$ cat src/rtl/rxq_pkg.sv
package rxq_pkg;
  localparam int CHAR_W = 8;

  // Bit order is decoded by software: [11] ovr, [10] brk, [9] par, [8] frm
  typedef struct packed {
    logic              ovr;
    logic              brk;
    logic              par;
    logic              frm;
    logic [CHAR_W-1:0] ch;
  } rxEntry_t;

  localparam int ENTRY_W = $bits(rxEntry_t);
  localparam int STAT_W  = ENTRY_W - CHAR_W;

  // Strobes from control to datapath
  typedef struct packed {
    logic wrEn;
    logic capStat;
    logic clrStat;
  } rxStrobe_t;
endpackage

$ cat src/rtl/rxq_store.sv
module rxq_store
  import rxq_pkg::*;
#(
  parameter int DEPTH_LOG2 = 4
) (
  input  logic                  clk,
  input  logic                  rst_n,
  input  rxStrobe_t             strb,
  input  logic [DEPTH_LOG2-1:0] wrSlot,
  input  logic [DEPTH_LOG2-1:0] rdSlot,
  input  rxEntry_t              wrData,
  output rxEntry_t              rdData,
  output logic [STAT_W-1:0]     status
);
  localparam int DEPTH = 1 << DEPTH_LOG2;

  rxEntry_t          mem [DEPTH];
  logic [DEPTH-1:0]  slotHit;
  logic [STAT_W-1:0] statQ;

  for (genvar g = 0; g < DEPTH; g++) begin : g_hit
    assign slotHit[g] = strb.wrEn && (wrSlot == DEPTH_LOG2'(g));
  end

  always_ff @(posedge clk or negedge rst_n) begin
    if (!rst_n) begin
      for (int i = 0; i < DEPTH; i++) mem[i] <= '0;
    end else begin
      for (int i = 0; i < DEPTH; i++) begin
        if (slotHit[i]) mem[i] <= wrData;
      end
    end
  end

  assign rdData = mem[rdSlot];

  always_ff @(posedge clk or negedge rst_n) begin
    if (!rst_n)            statQ <= '0;
    else if (strb.capStat) statQ <= rdData[ENTRY_W-1:CHAR_W];
    else if (strb.clrStat) statQ <= '0;
  end

  assign status = statQ;
endmodule

$ cat src/rtl/rxq_ctrl.sv
module rxq_ctrl
  import rxq_pkg::*;
#(
  parameter int                 DEPTH_LOG2 = 4,
  parameter int                 TRIG_LEVEL = 1,
  parameter int                 LVL_W      = 6,
  parameter logic [LVL_W-1:0]   LVL_RST    = 6'h12
) (
  input  logic                  clk,
  input  logic                  rst_n,
  input  logic                  fifoMode,
  input  logic                  loopbackOn,
  input  logic                  pushValid,
  input  logic [CHAR_W-1:0]     pushChar,
  input  logic                  pushFrm,
  input  logic                  pushPar,
  input  logic                  breakEvent,
  input  logic                  popReq,
  input  logic                  statusClr,
  input  logic                  lvlWrite,
  input  logic [LVL_W-1:0]      lvlData,
  output rxStrobe_t             strb,
  output logic [DEPTH_LOG2-1:0] wrSlot,
  output logic [DEPTH_LOG2-1:0] rdSlot,
  output rxEntry_t              wrData,
  output logic                  canAccept,
  output logic                  rxFull,
  output logic                  rxEmpty,
  output logic                  rxIrq,
  output logic [LVL_W-1:0]      lvlReg,
  output logic                  fifoOn
);
  localparam int               DEPTH  = 1 << DEPTH_LOG2;
  localparam int               CNT_W  = DEPTH_LOG2 + 1;
  localparam logic [CNT_W-1:0] TRIG_C = CNT_W'(TRIG_LEVEL);
  localparam logic [CNT_W-1:0] DEP_HI = CNT_W'(DEPTH);
  localparam logic [CNT_W-1:0] DEP_LO = CNT_W'(1);

  logic                  modeQ, fullQ, emptyQ, irqQ, ovrQ;
  logic                  fullD, emptyD, irqD, ovrD;
  logic [CNT_W-1:0]      cntQ, cntD, depth;
  logic [DEPTH_LOG2-1:0] posQ, posD, mask;
  logic [LVL_W-1:0]      lvlQ;
  logic                  toggle, brkGo, pushGo, isFull;
  logic                  accept, drop, popGo, popTake;

  always_comb begin
    depth   = modeQ ? DEP_HI : DEP_LO;
    mask    = modeQ ? '1 : '0;
    toggle  = fifoMode != modeQ;
    brkGo   = breakEvent && !loopbackOn;
    pushGo  = brkGo || pushValid;
    isFull  = cntQ == depth;
    accept  = pushGo && !isFull && !toggle;
    drop    = pushGo && isFull && !toggle;
    popGo   = popReq && !toggle;
    popTake = popGo && (cntQ != '0);
  end

  always_comb begin
    wrData.ovr = ovrQ;
    wrData.brk = brkGo;
    wrData.par = brkGo ? 1'b0 : pushPar;
    wrData.frm = brkGo ? 1'b0 : pushFrm;
    wrData.ch  = brkGo ? '0 : pushChar;
  end

  always_comb begin
    cntD = cntQ;
    posD = posQ;
    if (toggle) begin
      cntD = '0;
      posD = '0;
    end else begin
      if (accept)  cntD = cntD + CNT_W'(1);
      if (popTake) begin
        cntD = cntD - CNT_W'(1);
        posD = (posQ + DEPTH_LOG2'(1)) & mask;
      end
    end
  end

  always_comb begin
    irqD = irqQ;
    if (accept && !popTake && cntD == TRIG_C)
      irqD = 1'b1;
    else if (popGo && !accept && (cntD + CNT_W'(1)) == TRIG_C)
      irqD = 1'b0;

    ovrD = ovrQ;
    if (toggle)      ovrD = 1'b0;
    else if (drop)   ovrD = 1'b1;
    else if (accept) ovrD = 1'b0;

    fullD  = cntD == (fifoMode ? DEP_HI : DEP_LO);
    emptyD = cntD == '0;
  end

  always_ff @(posedge clk or negedge rst_n) begin
    if (!rst_n) begin
      modeQ  <= 1'b0;
      cntQ   <= '0;
      posQ   <= '0;
      fullQ  <= 1'b0;
      emptyQ <= 1'b1;
      irqQ   <= 1'b0;
      ovrQ   <= 1'b0;
      lvlQ   <= LVL_RST;
    end else begin
      modeQ  <= fifoMode;
      cntQ   <= cntD;
      posQ   <= posD;
      fullQ  <= fullD;
      emptyQ <= emptyD;
      irqQ   <= irqD;
      ovrQ   <= ovrD;
      if (lvlWrite) lvlQ <= lvlData;
    end
  end

  assign strb.wrEn    = accept;
  assign strb.capStat = popGo;
  assign strb.clrStat = statusClr;
  assign wrSlot       = (posQ + cntQ[DEPTH_LOG2-1:0]) & mask;
  assign rdSlot       = posQ;
  assign canAccept    = cntQ < depth;
  assign rxFull       = fullQ;
  assign rxEmpty      = emptyQ;
  assign rxIrq        = irqQ;
  assign lvlReg       = lvlQ;
  assign fifoOn       = modeQ;
endmodule

$ cat src/rtl/uart_rx_queue.sv
module uart_rx_queue
  import rxq_pkg::*;
#(
  parameter int               DEPTH_LOG2 = 4,
  parameter int               TRIG_LEVEL = 1,
  parameter int               LVL_W      = 6,
  parameter logic [LVL_W-1:0] LVL_RST    = 6'h12
) (
  input  logic               clk,
  input  logic               rst_n,
  input  logic               fifoMode,
  input  logic               loopbackOn,
  input  logic               pushValid,
  input  logic [CHAR_W-1:0]  pushChar,
  input  logic               pushFrm,
  input  logic               pushPar,
  input  logic               breakEvent,
  output logic               canAccept,
  input  logic               popReq,
  output logic [ENTRY_W-1:0] popData,
  input  logic               statusClr,
  output logic [STAT_W-1:0]  rxStatus,
  input  logic               lvlWrite,
  input  logic [LVL_W-1:0]   lvlData,
  output logic [LVL_W-1:0]   lvlReg,
  output logic               rxFull,
  output logic               rxEmpty,
  output logic               rxIrq
);
  rxStrobe_t             strb;
  logic [DEPTH_LOG2-1:0] wrSlot, rdSlot;
  rxEntry_t              wrData, rdData;
  logic                  fifoOn;

  rxq_ctrl #(
    .DEPTH_LOG2(DEPTH_LOG2), .TRIG_LEVEL(TRIG_LEVEL),
    .LVL_W(LVL_W), .LVL_RST(LVL_RST)
  ) u_ctrl (
    .clk(clk), .rst_n(rst_n), .fifoMode(fifoMode), .loopbackOn(loopbackOn),
    .pushValid(pushValid), .pushChar(pushChar), .pushFrm(pushFrm),
    .pushPar(pushPar), .breakEvent(breakEvent), .popReq(popReq),
    .statusClr(statusClr), .lvlWrite(lvlWrite), .lvlData(lvlData),
    .strb(strb), .wrSlot(wrSlot), .rdSlot(rdSlot), .wrData(wrData),
    .canAccept(canAccept), .rxFull(rxFull), .rxEmpty(rxEmpty),
    .rxIrq(rxIrq), .lvlReg(lvlReg), .fifoOn(fifoOn)
  );

  rxq_store #(.DEPTH_LOG2(DEPTH_LOG2)) u_store (
    .clk(clk), .rst_n(rst_n), .strb(strb), .wrSlot(wrSlot),
    .rdSlot(rdSlot), .wrData(wrData), .rdData(rdData), .status(rxStatus)
  );

  assign popData = rdData;
endmodule

$ cat config.mk
export PLATFORM = sky130hd
export DESIGN_NAME = uart_rx_queue
export DESIGN_NICKNAME = d
export VERILOG_FILES = /design/src/rtl/rxq_pkg.sv /design/src/rtl/rxq_store.sv /design/src/rtl/rxq_ctrl.sv /design/src/rtl/uart_rx_queue.sv
export SDC_FILE = /design/constraint.sdc
export NUM_CORES = 1
export LEC_CHECK = 0
export ABC_CLOCK_PERIOD_IN_PS = 3930
export BUFFER_PORTS_ARGS = -buffer_cell sky130_fd_sc_hd__buf_2
export CORE_MARGIN = 5
export CORE_UTILIZATION = 61
export CTS_CLUSTER_SIZE = 25
export DETAILED_ROUTE_END_ITERATION = 12
export PLACE_DENSITY = 0.79
export SYNTH_ARGS = -nofsm -noshare
export SYNTH_HDL_FRONTEND = slang
export SYNTH_SLANG_ARGS = --single-unit
$ cat constraint.sdc
create_clock -name clk -period 3.93 [get_ports clk]
set_input_delay 0.786 -clock clk [delete_from_list [all_inputs] [get_ports clk]]
set_output_delay 0.786 -clock clk [all_outputs]
set_load 0.05 [all_outputs]
==> results summary <==
Entering global routing, the biggest net connects 75 pins. The clock insertion delay at the later pin of the skew report is around 500 ps. The critical path data required time is 3140 ps. The post-detailed-routing wire length came out at approximately 23 mm. The number of buffers created by CTS is 23.

The dominant cell type by count on the critical path is sky130_fd_sc_hd__mux4_2. The cell family contributing the most delay on the critical path is multiplexers. The fraction of final layout cells with drive strength greater than 1 came out at 51.3%. From synthesis to final layout, the design area changed by 13.2%. The initial standard-cell utilization of the core came out at between 60% and 70%. The placed instances occupy a cell area of between 0.01 and 0.015 sq mm. The post-route cell area is 0.0117 sq mm. The part of the cycle the worst path needs is between 80 and 90%. The transition at the pin with the smallest max-transition slack is 873 ps. The HPWL after detailed placement came out at around 15 mm. Leaving out fill and tap cells, the most frequent cell in the layout is sky130_fd_sc_hd__dfrtp_1. The number of pins with negative max-slew slack in the final report is 0. The number of register bits inferred by synthesis came out at 216. The tightest min-delay check is of the in -> async type. The initial antenna violation count came to 0. The multi-input combinational cell area came out at 0.00458 sq mm.

The tree is rooted in a sky130_fd_sc_hd__clkbuf_16. The max-capacitance violation count came out at 0. The maximum number of buffers from clock root to sink is 3. For the worst flop-to-flop path, the logic depth is 5. In this run the standard cell core region covers 0.0166 sq mm.

The total I/O pin count is 51. The worst register-to-register path begins at u_ctrl.rdSlot[1]. The kind of capture point of the worst setup path is an output port. The detailed router placed around 6,000 vias in this run. The maximum fanout encountered on the critical timing path came out at 34. The global placer's final weighted congestion came out at 0.889.

The clock period minus worst slack is 3510 ps. The library cells used most frequently in the layout, excluding fill and tap cells, are sky130_fd_sc_hd__dfrtp_1 (211), sky130_fd_sc_hd__mux2_2 (189), sky130_fd_sc_hd__mux4_2 (60). The total track usage came out at 24.5%. The area used by sequential logic in the layout came out at 0.00541 sq mm.

The net count after synthesis is just over 700. The power per standard cell area is 593 mW/mm^2. The remaining design rule violation count came out at 0. The post-layout utilization of the core is around 70%.

The maximum operating frequency came out at 285 MHz. IR analysis of the VDD net gives a maximum drop of 0.319 mV. The worst max-slew margin expressed relative to the limit came out at a little over two fifths.

Prior to clock tree synthesis, the placed netlist has a worst setup slack of 774 ps. Traced cell by cell, the critical path runs through buf_12, mux4_2, mux4_2, buf_2. The number of hold buffers added after cts is 0.

The slowest cell on the critical path is sky130_fd_sc_hd__dfrtp_2. Final hold analysis gives a worst-case slack of 300 ps. After synthesis the cells add up to 0.0103 sq mm.

The number of failing hold endpoints at the final stage was 0. The worst register-to-register path ends at u_store.mem[161]. The remaining antenna violation count came out at 0. During synthesis, Yosys emitted a total of 0 warnings. The run finished with clean final reports. The total negative setup slack came out at 0 ps. The number of enable-type register cells in the synthesized netlist is 0.

The width of the die is approximately 140 um. The largest area contributor in the synthesized netlist is sky130_fd_sc_hd__dfrtp_1. Data on the critical path arrives at its endpoint at 2730 ps. Setup repair after global routing left no endpoint under its margin.

The clock net in this run drives a total of 216 sinks. The number of cell rows is 47. By startpoint and endpoint, the worst setup path is classified as reg -> out. After clock tree synthesis, the clock-pin slew on the worst setup and hold paths is 60 ps. The wire length of the first global-routing pass came out at between 30 and 40 mm. TritonCTS built the clock tree. The count of mapped cells out of synthesis came out at 687.

The average wire per standard cell is 23.9 um. In this run, post-CTS repair resized a total of 0 instances. The total iterations of the first detailed-routing run came out at 4. The filler cell count in the final layout is between 1,000 and 1,500.

For this run, the leading register cell type out of synthesis is sky130_fd_sc_hd__dfrtp_1. In this run the post-CTS setup repair buffer count came out at 0. The part of the Yosys area used for sequential elements is 52.5%. Across all setup checks in the final design, the least slack found is 416 ps.

The violation count after the first detailed-route iteration is 366. The count of buffers from port buffering came out at 50. The worst setup path is launched from a flip-flop.

The average instance area after synthesis came out at around 15 sq um. The internal reg-to-reg setup slack came out at between 700 and 800 ps. In this run the static leakage power is 5.45 nW.

The distinct cell type count after synthesis came out at 49. The sum of overflow across all layers after global routing is 0. CTS built an H-tree with a depth of 1. The y dimension of the die came out at 140 um. The share of synthesized area in the top cell type comes to around 52%. The setup clock skew after layout is 8.78 ps. The final layout contains 771 nets. Using the TritonRoute via totals, the vias-per-cell ratio works out to a little over 6.

The number of buffers and inverters on the critical path is 2. On the worst path, the slowest cell contributes a delay of 730 ps. Sorting the synthesized cells by area gives the leading types as sky130_fd_sc_hd__dfrtp_1 (52%), sky130_fd_sc_hd__mux2_2 (21%), sky130_fd_sc_hd__mux4_2 (13%), sky130_fd_sc_hd__buf_2 (1.1%), sky130_fd_sc_hd__ha_1 (0.97%). The number of failing setup endpoints in the final timing report came out at 0.

The die covers 0.0196 sq mm. The share of synthesized flip-flops with an asynchronous set or reset came out at 100%. The via count of the first global-routing pass is ~6,700.
layer usage:
layer | track usage, % | vias up | share of wire, %
li1 | - | 2626 | -
met3 | 5.25 | 34 | 6.6
met2 | 41.7 | 176 | 51
met5 | 0 | - | 0
met1 | 32.7 | 3175 | 40
met4 | 6.32 | 0 | 1.9
worst register-to-register path: cells and delay by family (launching register included):
family | cells | cell delay, ps
multiplexers | 1 | 440
flip-flops | 1 | 730
buffers and inverters | 1 | 160
AND/OR/NAND/NOR | 2 | 1110
adder cells (fa/ha/maj) | 1 | 620
kinds of logic after synthesis:
family / count (synthesis) / synth area share, %
fa+ha+maj: 9 / 1.17
mux: 258 / 34.9
simple gates: 91 / 4.74
xor+xnor: 13 / 1.43
flops: 216 / 52.5
buf+inv: 65 / 3.15
compound gates: 35 / 2.16
metrics by stage:
step                      instances  power [mW]
after global placement          932        4.50
after detailed placement        932        4.58
after global routing            973        7.20
after CTS                       973        6.96
final                           974        6.92
after floorplan                 687        4.18
synthesized netlist by cell type (2+ instances only):
| master | instances |
|---|---|
| sky130_fd_sc_hd__buf_2 | 22 |
| sky130_fd_sc_hd__xor2_1 | 4 |
| sky130_fd_sc_hd__dfrtp_1 | 213 |
| sky130_fd_sc_hd__mux4_2 | 60 |
| sky130_fd_sc_hd__nor2b_1 | 3 |
| sky130_fd_sc_hd__and2b_2 | 3 |
| sky130_fd_sc_hd__buf_6 | 6 |
| sky130_fd_sc_hd__mux2_2 | 189 |
| sky130_fd_sc_hd__or4_1 | 2 |
| sky130_fd_sc_hd__and2_1 | 4 |
| sky130_fd_sc_hd__a21oi_1 | 6 |
| sky130_fd_sc_hd__a31oi_1 | 2 |
| sky130_fd_sc_hd__nor3_1 | 8 |
| sky130_fd_sc_hd__or4b_1 | 2 |
| sky130_fd_sc_hd__nand2_1 | 17 |
| sky130_fd_sc_hd__o21ai_0 | 13 |
| sky130_fd_sc_hd__inv_1 | 8 |
| sky130_fd_sc_hd__clkbuf_1 | 26 |
| sky130_fd_sc_hd__dfstp_2 | 3 |
| sky130_fd_sc_hd__buf_4 | 2 |
| sky130_fd_sc_hd__nor2_1 | 19 |
| sky130_fd_sc_hd__and2_0 | 10 |
| sky130_fd_sc_hd__nand3_1 | 6 |
| sky130_fd_sc_hd__o211ai_1 | 2 |
| sky130_fd_sc_hd__ha_1 | 8 |
| sky130_fd_sc_hd__nand4_1 | 6 |
| sky130_fd_sc_hd__nand2b_1 | 7 |
| sky130_fd_sc_hd__xnor2_1 | 7 |
| sky130_fd_sc_hd__mux2_1 | 8 |
| sky130_fd_sc_hd__o2111ai_1 | 2 |
how the worst max path moves through the flow:
stage                            end  depth (start not counted)        startpoint  slack [ps]
CTS                      popData[11]                          4  u_ctrl.rdSlot[1]         420
global placement    u_store.mem[159]                          6          fifoMode         830
floorplan           u_store.mem[100]                         11  u_ctrl.rdSlot[1]         590
global route             popData[11]                          4  u_ctrl.rdSlot[1]         360
detailed placement  u_store.mem[161]                          6          fifoMode         770
finish                   popData[11]                          4  u_ctrl.rdSlot[1]         420
flip-flops by register name, indices dropped and copies added (netlist names):
register / count
u_store.mem: 192
u_ctrl.lvlReg: 6
u_ctrl.cntQ: 5
u_ctrl.rdSlot: 4
u_store.status: 4
u_ctrl.fifoOn: 1
u_ctrl.ovrQ: 1
u_ctrl.rxEmpty: 1
u_ctrl.rxFull: 1
u_ctrl.rxIrq: 1
area by class of cell:
class	instances	area share [%]
Clock buffer	30	5.50
Inverter	8	0.257
Sequential cell	216	46.4
Timing Repair Buffer	82	4.60
Tap cell	220	2.36
Antenna cell	1	0.0214
Clock inverter	11	1.61
Multi-Input combinational cell	406	39.3
where the power goes:
group          switching [mW]  internal (mW)  total, mW  leakage (nW)
sequential              0.232           2.58       2.81          2.94
combinational           0.979          0.781       1.76          2.12
clock                   0.870           1.48       2.35         0.399
(Power assumes the default switching activity.)
